--- config.mk ---
export PLATFORM = sky130hd
export DESIGN_NAME = pcseq
export DESIGN_NICKNAME = d
export VERILOG_FILES = /design/src/rtl/pcseq_pkg.sv /design/src/rtl/pcseq_stack.sv /design/src/rtl/pcseq_ctrl.sv /design/src/rtl/pcseq_addr.sv /design/src/rtl/pcseq.sv
export SDC_FILE = /design/constraint.sdc
export NUM_CORES = 1
export LEC_CHECK = 0
export BUFFER_PORTS_ARGS = -buffer_cell sky130_fd_sc_hd__buf_2
export CORE_UTILIZATION = 55
export CTS_BUF_LIST = sky130_fd_sc_hd__clkbuf_16
export DETAILED_ROUTE_END_ITERATION = 10
export PLACE_DENSITY = 0.77
export SLEW_MARGIN = 20
export SYNTH_ARGS = -nofsm -noshare
export SYNTH_HDL_FRONTEND = slang
export SYNTH_SLANG_ARGS = --single-unit
--- constraint.sdc ---
create_clock -name clk -period 1.3 [get_ports clk]
set_input_delay 0.26 -clock clk [delete_from_list [all_inputs] [get_ports clk]]
set_output_delay 0.26 -clock clk [all_outputs]
set_load 0.02 [all_outputs]
--- src/rtl/pcseq_pkg.sv ---
package pcseq_pkg;
  // source chosen for the next program counter value
  typedef enum logic [2:0] {
    NS_HOLD = 3'd0,
    NS_INC  = 3'd1,
    NS_JUMP = 3'd2,
    NS_CALL = 3'd3,
    NS_RET  = 3'd4,
    NS_IRQ  = 3'd5
  } nsel_e;
endpackage

--- src/rtl/pcseq_stack.sv ---
module pcseq_stack #(
  parameter int DEPTH = 8,
  parameter int W     = 13
) (
  input  logic         clk,
  input  logic         rst_n,
  input  logic         push_i,
  input  logic         pop_i,
  input  logic [W-1:0] wdata_i,
  output logic [W-1:0] top_o
);
  localparam int PW = (DEPTH > 1) ? $clog2(DEPTH) : 1;
  localparam logic [PW-1:0] LAST = PW'(DEPTH - 1);

  logic [PW-1:0] ptr_q, ptr_d, ptr_inc, ptr_dec;
  logic          ptr_en;
  logic [W-1:0]  ent_q [DEPTH];

  always_comb begin
    ptr_inc = (ptr_q == LAST) ? '0 : ptr_q + 1'b1;
    ptr_dec = (ptr_q == '0) ? LAST : ptr_q - 1'b1;
    ptr_en  = push_i | pop_i;
    ptr_d   = push_i ? ptr_inc : ptr_dec;
  end

  always_ff @(posedge clk or negedge rst_n) begin
    if (!rst_n)      ptr_q <= '0;
    else if (ptr_en) ptr_q <= ptr_d;
  end

  // storage entries, each with its own write enable; no reset on data
  for (genvar e = 0; e < DEPTH; e++) begin : g_ent
    logic wen;
    assign wen = push_i && (ptr_q == PW'(e));
    always_ff @(posedge clk) begin
      if (wen) ent_q[e] <= wdata_i;
    end
  end

  assign top_o = ent_q[ptr_dec];
endmodule

--- src/rtl/pcseq_ctrl.sv ---
module pcseq_ctrl
  import pcseq_pkg::*;
(
  input  logic  clk,
  input  logic  rst_n,
  input  logic  adv_i,
  input  logic  jmp_i,
  input  logic  call_i,
  input  logic  ret_i,
  input  logic  irq_i,
  output nsel_e sel_o,
  output logic  pend_o,
  output logic  flush_d_o
);
  logic branch, irq_want, pend_d, pend_q;

  always_comb begin
    branch    = jmp_i | call_i | ret_i;
    irq_want  = irq_i | pend_q;
    pend_d    = irq_want & branch;
    flush_d_o = branch | irq_want;
    if (jmp_i)         sel_o = NS_JUMP;
    else if (call_i)   sel_o = NS_CALL;
    else if (ret_i)    sel_o = NS_RET;
    else if (irq_want) sel_o = NS_IRQ;
    else if (adv_i)    sel_o = NS_INC;
    else               sel_o = NS_HOLD;
  end

  always_ff @(posedge clk or negedge rst_n) begin
    if (!rst_n) pend_q <= 1'b0;
    else        pend_q <= pend_d;
  end

  assign pend_o = pend_q;
endmodule

--- src/rtl/pcseq_addr.sv ---
module pcseq_addr
  import pcseq_pkg::*;
#(
  parameter int PC_W       = 13,
  parameter int PAGE_W     = 2,
  parameter int IMPL_WORDS = 8192,
  parameter int INT_VEC    = 4
) (
  input  nsel_e                    sel_i,
  input  logic [PC_W-1:0]          pc_i,
  input  logic [PAGE_W-1:0]        page_i,
  input  logic [PC_W-PAGE_W-1:0]   tgt_i,
  input  logic [PC_W-1:0]          pop_i,
  output logic [PC_W-1:0]          nxt_o,
  output logic [PC_W-1:0]          push_o
);
  localparam logic [PC_W-1:0] MASK = PC_W'(IMPL_WORDS - 1);
  localparam logic [PC_W-1:0] IVEC = PC_W'(INT_VEC) & MASK;

  logic [PC_W-1:0] inc, br;

  always_comb begin
    inc    = (pc_i + 1'b1) & MASK;
    br     = {page_i, tgt_i} & MASK;
    push_o = (sel_i == NS_CALL) ? inc : pc_i;
    unique case (sel_i)
      NS_INC:  nxt_o = inc;
      NS_JUMP: nxt_o = br;
      NS_CALL: nxt_o = br;
      NS_RET:  nxt_o = pop_i & MASK;
      NS_IRQ:  nxt_o = IVEC;
      default: nxt_o = pc_i;
    endcase
  end
endmodule

--- src/rtl/pcseq.sv ---
module pcseq
  import pcseq_pkg::*;
#(
  parameter int PC_W        = 13,
  parameter int PAGE_W      = 2,
  parameter int STACK_DEPTH = 8,
  parameter int IMPL_WORDS  = 8192,
  parameter int RST_VEC     = 0,
  parameter int INT_VEC     = 4
) (
  input  logic                   clk,
  input  logic                   rst_n,
  input  logic                   adv_i,
  input  logic                   jmp_i,
  input  logic                   call_i,
  input  logic                   ret_i,
  input  logic                   irq_i,
  input  logic [PC_W-PAGE_W-1:0] tgt_i,
  input  logic [PAGE_W-1:0]      page_i,
  output logic [PC_W-1:0]        fetch_addr_o,
  output logic                   flush_o
);
  localparam logic [PC_W-1:0] MASK = PC_W'(IMPL_WORDS - 1);
  localparam logic [PC_W-1:0] RVEC = PC_W'(RST_VEC) & MASK;

  // reset: asserted asynchronously, released on a clock edge
  logic [1:0] rs_q;
  logic       rst_sync_n;
  always_ff @(posedge clk or negedge rst_n) begin
    if (!rst_n) rs_q <= 2'b00;
    else        rs_q <= {rs_q[0], 1'b1};
  end
  assign rst_sync_n = rs_q[1];

  nsel_e           sel_w;
  logic            pend_w, flush_d;
  logic [PC_W-1:0] pc_q, pc_d, push_data, pop_data;
  logic            pc_en, push_w, pop_w;

  pcseq_ctrl u_ctrl (
    .clk       (clk),
    .rst_n     (rst_sync_n),
    .adv_i     (adv_i),
    .jmp_i     (jmp_i),
    .call_i    (call_i),
    .ret_i     (ret_i),
    .irq_i     (irq_i),
    .sel_o     (sel_w),
    .pend_o    (pend_w),
    .flush_d_o (flush_d)
  );

  pcseq_addr #(
    .PC_W       (PC_W),
    .PAGE_W     (PAGE_W),
    .IMPL_WORDS (IMPL_WORDS),
    .INT_VEC    (INT_VEC)
  ) u_addr (
    .sel_i  (sel_w),
    .pc_i   (pc_q),
    .page_i (page_i),
    .tgt_i  (tgt_i),
    .pop_i  (pop_data),
    .nxt_o  (pc_d),
    .push_o (push_data)
  );

  always_comb begin
    push_w = (sel_w == NS_CALL) || (sel_w == NS_IRQ);
    pop_w  = (sel_w == NS_RET);
    pc_en  = (sel_w != NS_HOLD);
  end

  pcseq_stack #(
    .DEPTH (STACK_DEPTH),
    .W     (PC_W)
  ) u_stack (
    .clk     (clk),
    .rst_n   (rst_sync_n),
    .push_i  (push_w),
    .pop_i   (pop_w),
    .wdata_i (push_data),
    .top_o   (pop_data)
  );

  always_ff @(posedge clk or negedge rst_sync_n) begin
    if (!rst_sync_n) begin
      pc_q    <= RVEC;
      flush_o <= 1'b0;
    end else begin
      if (pc_en) pc_q <= pc_d;
      flush_o <= flush_d;
    end
  end

  assign fetch_addr_o = pc_q;
endmodule

==> reports/qor.yml <==
synth_nets: 388
power_after_layout_uw: 16620
cts_made_buffers: 17
synth_top_area_share_pct: 57.29
gpl.final_weighted_congestion: 0.9038
async_flop_share_pct: 16.13
grt_setup_unrepaired: "yes"
cts.path.max_buffers: 2
cts_sinks: 124
synth_flop_cell: "edfxtp_1"
crit_fanout: 6
numPortBuffers: 33
synth-warning-count: 0
layout.nets: 561
tightestPinTransition_ns: 0.8075
fp.dieH_um: 101.6
grt_antenna_before_repair: 1
cp_data_required_time_ns: 1.58
synth_area_per_cell_um2: 15.14
max-vdd-ir-drop_uv: 1233
worst_setup_path_start_kind: "flop"
number_of_enable_flip_flop_cells_after_synthesis: 104
clockRootBuffer: "clkbuf_16"
core_outline_area_um2: 9415
synth.yosys.seq_area_share_pct: 66.47
final_hold_fails: 0
period_needed_ns: 2.277
timing.reg2reg.worst_path_depth: 8
start_util_pct: 57.90
netlist.top_cell.by_area: "edfxtp_1"
wire_length_of_the_first_global_routing_pass_um: 29120
ys_ff_latch: 124
p_per_area_nw_per_um2: 1977
setup_violations: 228
post_route_cells_drive_above_1_share_pct: 56.23
critPathArrivalTime_ns: 2.56
post-route-worst-setup-slack_ns: -0.9773
die_width_um: 101.6
run_status: "finished with violations"
avgRoutedWirePerCell_um: 35.17
grt.overflow.total: 0
synth_cell_types: 49
hold_path.class: "in2reg"
pre_cts_slack_ns: -0.7387
post-route-drc-count: 0
max_clock_freq_mhz: 439.1
design.die.area_um2: 10310
layoutNonFillerInstCount: 676
worstHoldPathCells: 3
maximum_number_of_pins_on_one_net_before_global_route_repair: 19
slew_headroom_pct: 46.17
dr.pass1.iters: 8
totalWireLength_um: 23780
layout_worst_path_cycle_share_pct: 175.2
first_global_vias: 4735
synthCells: 360
critical_path_class: "reg2reg"
final-max-slew-violation-count: 0
place_hpwl_um: 8805
placed_cells_incl_taps: 590
clkSlewWorstSetupHoldPaths_ns: 0.06
failed_checks: "setup timing"
tritoncts_clock_tree: "built"
post_synth_instance_area_um2: 5451
clock_latency_reported_for_the_late_side_of_the_worst_skew_pair_ns: 0.42
ant_nets: 0
num_vias: 4853
pin_count: 34
core.rowCount: 35
final.setup_skew_ns: 0.008875
synth_area_leaders: "edfxtp_1 (57%), dfrtp_1 (9.2%), mux4_2 (7.4%)"
first_iter_violations: 742
gr-usage-all-layers_pct: 41.74
synthToLayoutAreaGrowth_pct: 54.19
via_density_per_instance: 7.179
cts_max_level: 4
critical_path.endpoint_type: "flop"
cellLeakagePower_uw: 0.003159
max_cap_violation_count: 0
[timing repair]
action                                  in CTS  in global routing
endpoints found under the setup margin     229                236
hold buffers                                 1                  0
cloned                                      10                  0
resized for setup                          117                 54
setup buffers                               29                 30
endpoints found under the hold margin        2                  0
pin swaps                                   27                 43
[synthesized netlist by cell type (2+ instances only)]
| cell type | number |
|---|---|
| clkbuf_1 | 14 |
| xor2_1 | 11 |
| or4_1 | 2 |
| o31ai_1 | 3 |
| nand2_1 | 27 |
| nand3b_1 | 2 |
| a31oi_1 | 3 |
| o22ai_1 | 4 |
| a21boi_0 | 2 |
| o211ai_1 | 6 |
| and2_1 | 4 |
| edfxtp_1 | 104 |
| or3_1 | 4 |
| a222oi_1 | 4 |
| nand4_1 | 5 |
| a211oi_1 | 2 |
| a21o_1 | 5 |
| o21ai_1 | 2 |
| mux4_1 | 4 |
| nor3b_1 | 2 |
| a221oi_1 | 2 |
| nor3_1 | 6 |
| o21ai_0 | 8 |
| a22oi_1 | 7 |
| nor2b_1 | 2 |
| dfrtp_1 | 20 |
| a21oi_1 | 18 |
| xnor2_1 | 6 |
| mux4_2 | 18 |
| mux2_2 | 2 |
| and3_1 | 8 |
| buf_2 | 2 |
| inv_1 | 6 |
| nand3_1 | 8 |
| ha_1 | 8 |
| nor2_1 | 16 |
[power breakdown]
part / internal [µW] / total, µW / switching (µW)
clock network: 2810 / 4660 / 1850
logic: 3280 / 6770 / 3480
registers: 4920 / 5190 / 262
[cell usage in the layout (no fill, tap or decap), types with 6 or more instances in the layout]
cell type	netlist	layout
nor2_4	0	7
nand2_1	27	22
edfxtp_1	104	104
a22oi_2	0	6
dfrtp_2	0	8
mux4_2	18	22
xor2_4	0	6
buf_6	1	48
dfrtp_1	20	12
o21ai_0	8	6
buf_12	1	11
nand3_1	8	6
o211ai_1	6	6
a21oi_1	18	15
and3_4	0	10
nor2_1	16	9
buf_4	1	81
ha_4	0	8
clkbuf_16	0	17
buf_2	2	21
[critical path: stages (launching register included)]
cell      delay (ns)
dfrtp_1         0.37
inv_2           0.07
ha_4            0.17
a21oi_4         0.21
buf_12          0.17
buf_12          0.14
mux4_2          0.51
a222oi_1        0.39
nand2_1         0.10
[registers in the layout, summed over array words and instances (netlist names)]
signal and cells:
flush_o 1, rs_q 2, u_ctrl.pend_o 1, u_stack.ptr_q 3, fetch_addr_o 13, u_stack.ent_q 104
[final cells by class]
| type | count | area [µm²] |
|---|---|---|
| antenna | 1 | 2.502 |
| clock buffer | 17 | 425.4 |
| clock inverter | 15 | 146.4 |
| fill | 306 | 1010 |
| inverter | 6 | 22.52 |
| multi-input combinational | 216 | 2390 |
| sequential | 124 | 3633 |
| tap | 129 | 161.4 |
| timing repair buffer | 168 | 1624 |
[path summary, 6_finish.rpt]
path                                       start  slack, ns                to
worst max-delay path            u_stack.ptr_q[0]      -0.98   fetch_addr_o[7]
worst max register to register  u_stack.ptr_q[0]      -0.98   fetch_addr_o[7]
worst min register to register           rs_q[1]       0.23   fetch_addr_o[5]
max in group asynchronous                rs_q[1]       0.80   fetch_addr_o[0]
worst min-delay path                   page_i[1]       0.13  fetch_addr_o[12]
min in group asynchronous                  rst_n       0.17           rs_q[0]
[cells by family (layout without fill, tap and decap cells)]
kind of cell,after synthesis,count (layout),share of synthesized area [%]
adder cells (fa/ha/maj),8,8,1.836
other,1,2,0.06879
multiplexers,24,24,9.777
buffers and inverters,25,206,2.272
XOR/XNOR,17,17,2.731
AND/OR/NAND/NOR,92,97,8.515
flip-flops,124,124,66.47
AO/OA/AOI/OAI,69,69,8.332
[through the flow]
stage                     setup TNS [ns]  hold slack [ns]  util, %  cell area (µm²)
after CTS                         -49.08          0.06787    85.45             8045
after floorplan                   -46.49         -0.03559        -             5723
after detailed placement          -68.06          0.04859    69.94             6585
final                             -81.28           0.1330    89.28             8406
after global routing              -84.57           0.1270    89.28             8406
after global placement            -59.68          0.04397    69.94             6585
[per-layer routing]
layer	up-vias	track usage (%)	wire, µm
li1	1777	-	-
met1	2346	48.58	7349
met2	546	66.63	10600
met3	184	12.01	3544
met4	0	30.21	2284
met5	-	0	0
Power figures use the tool's default switching activity.
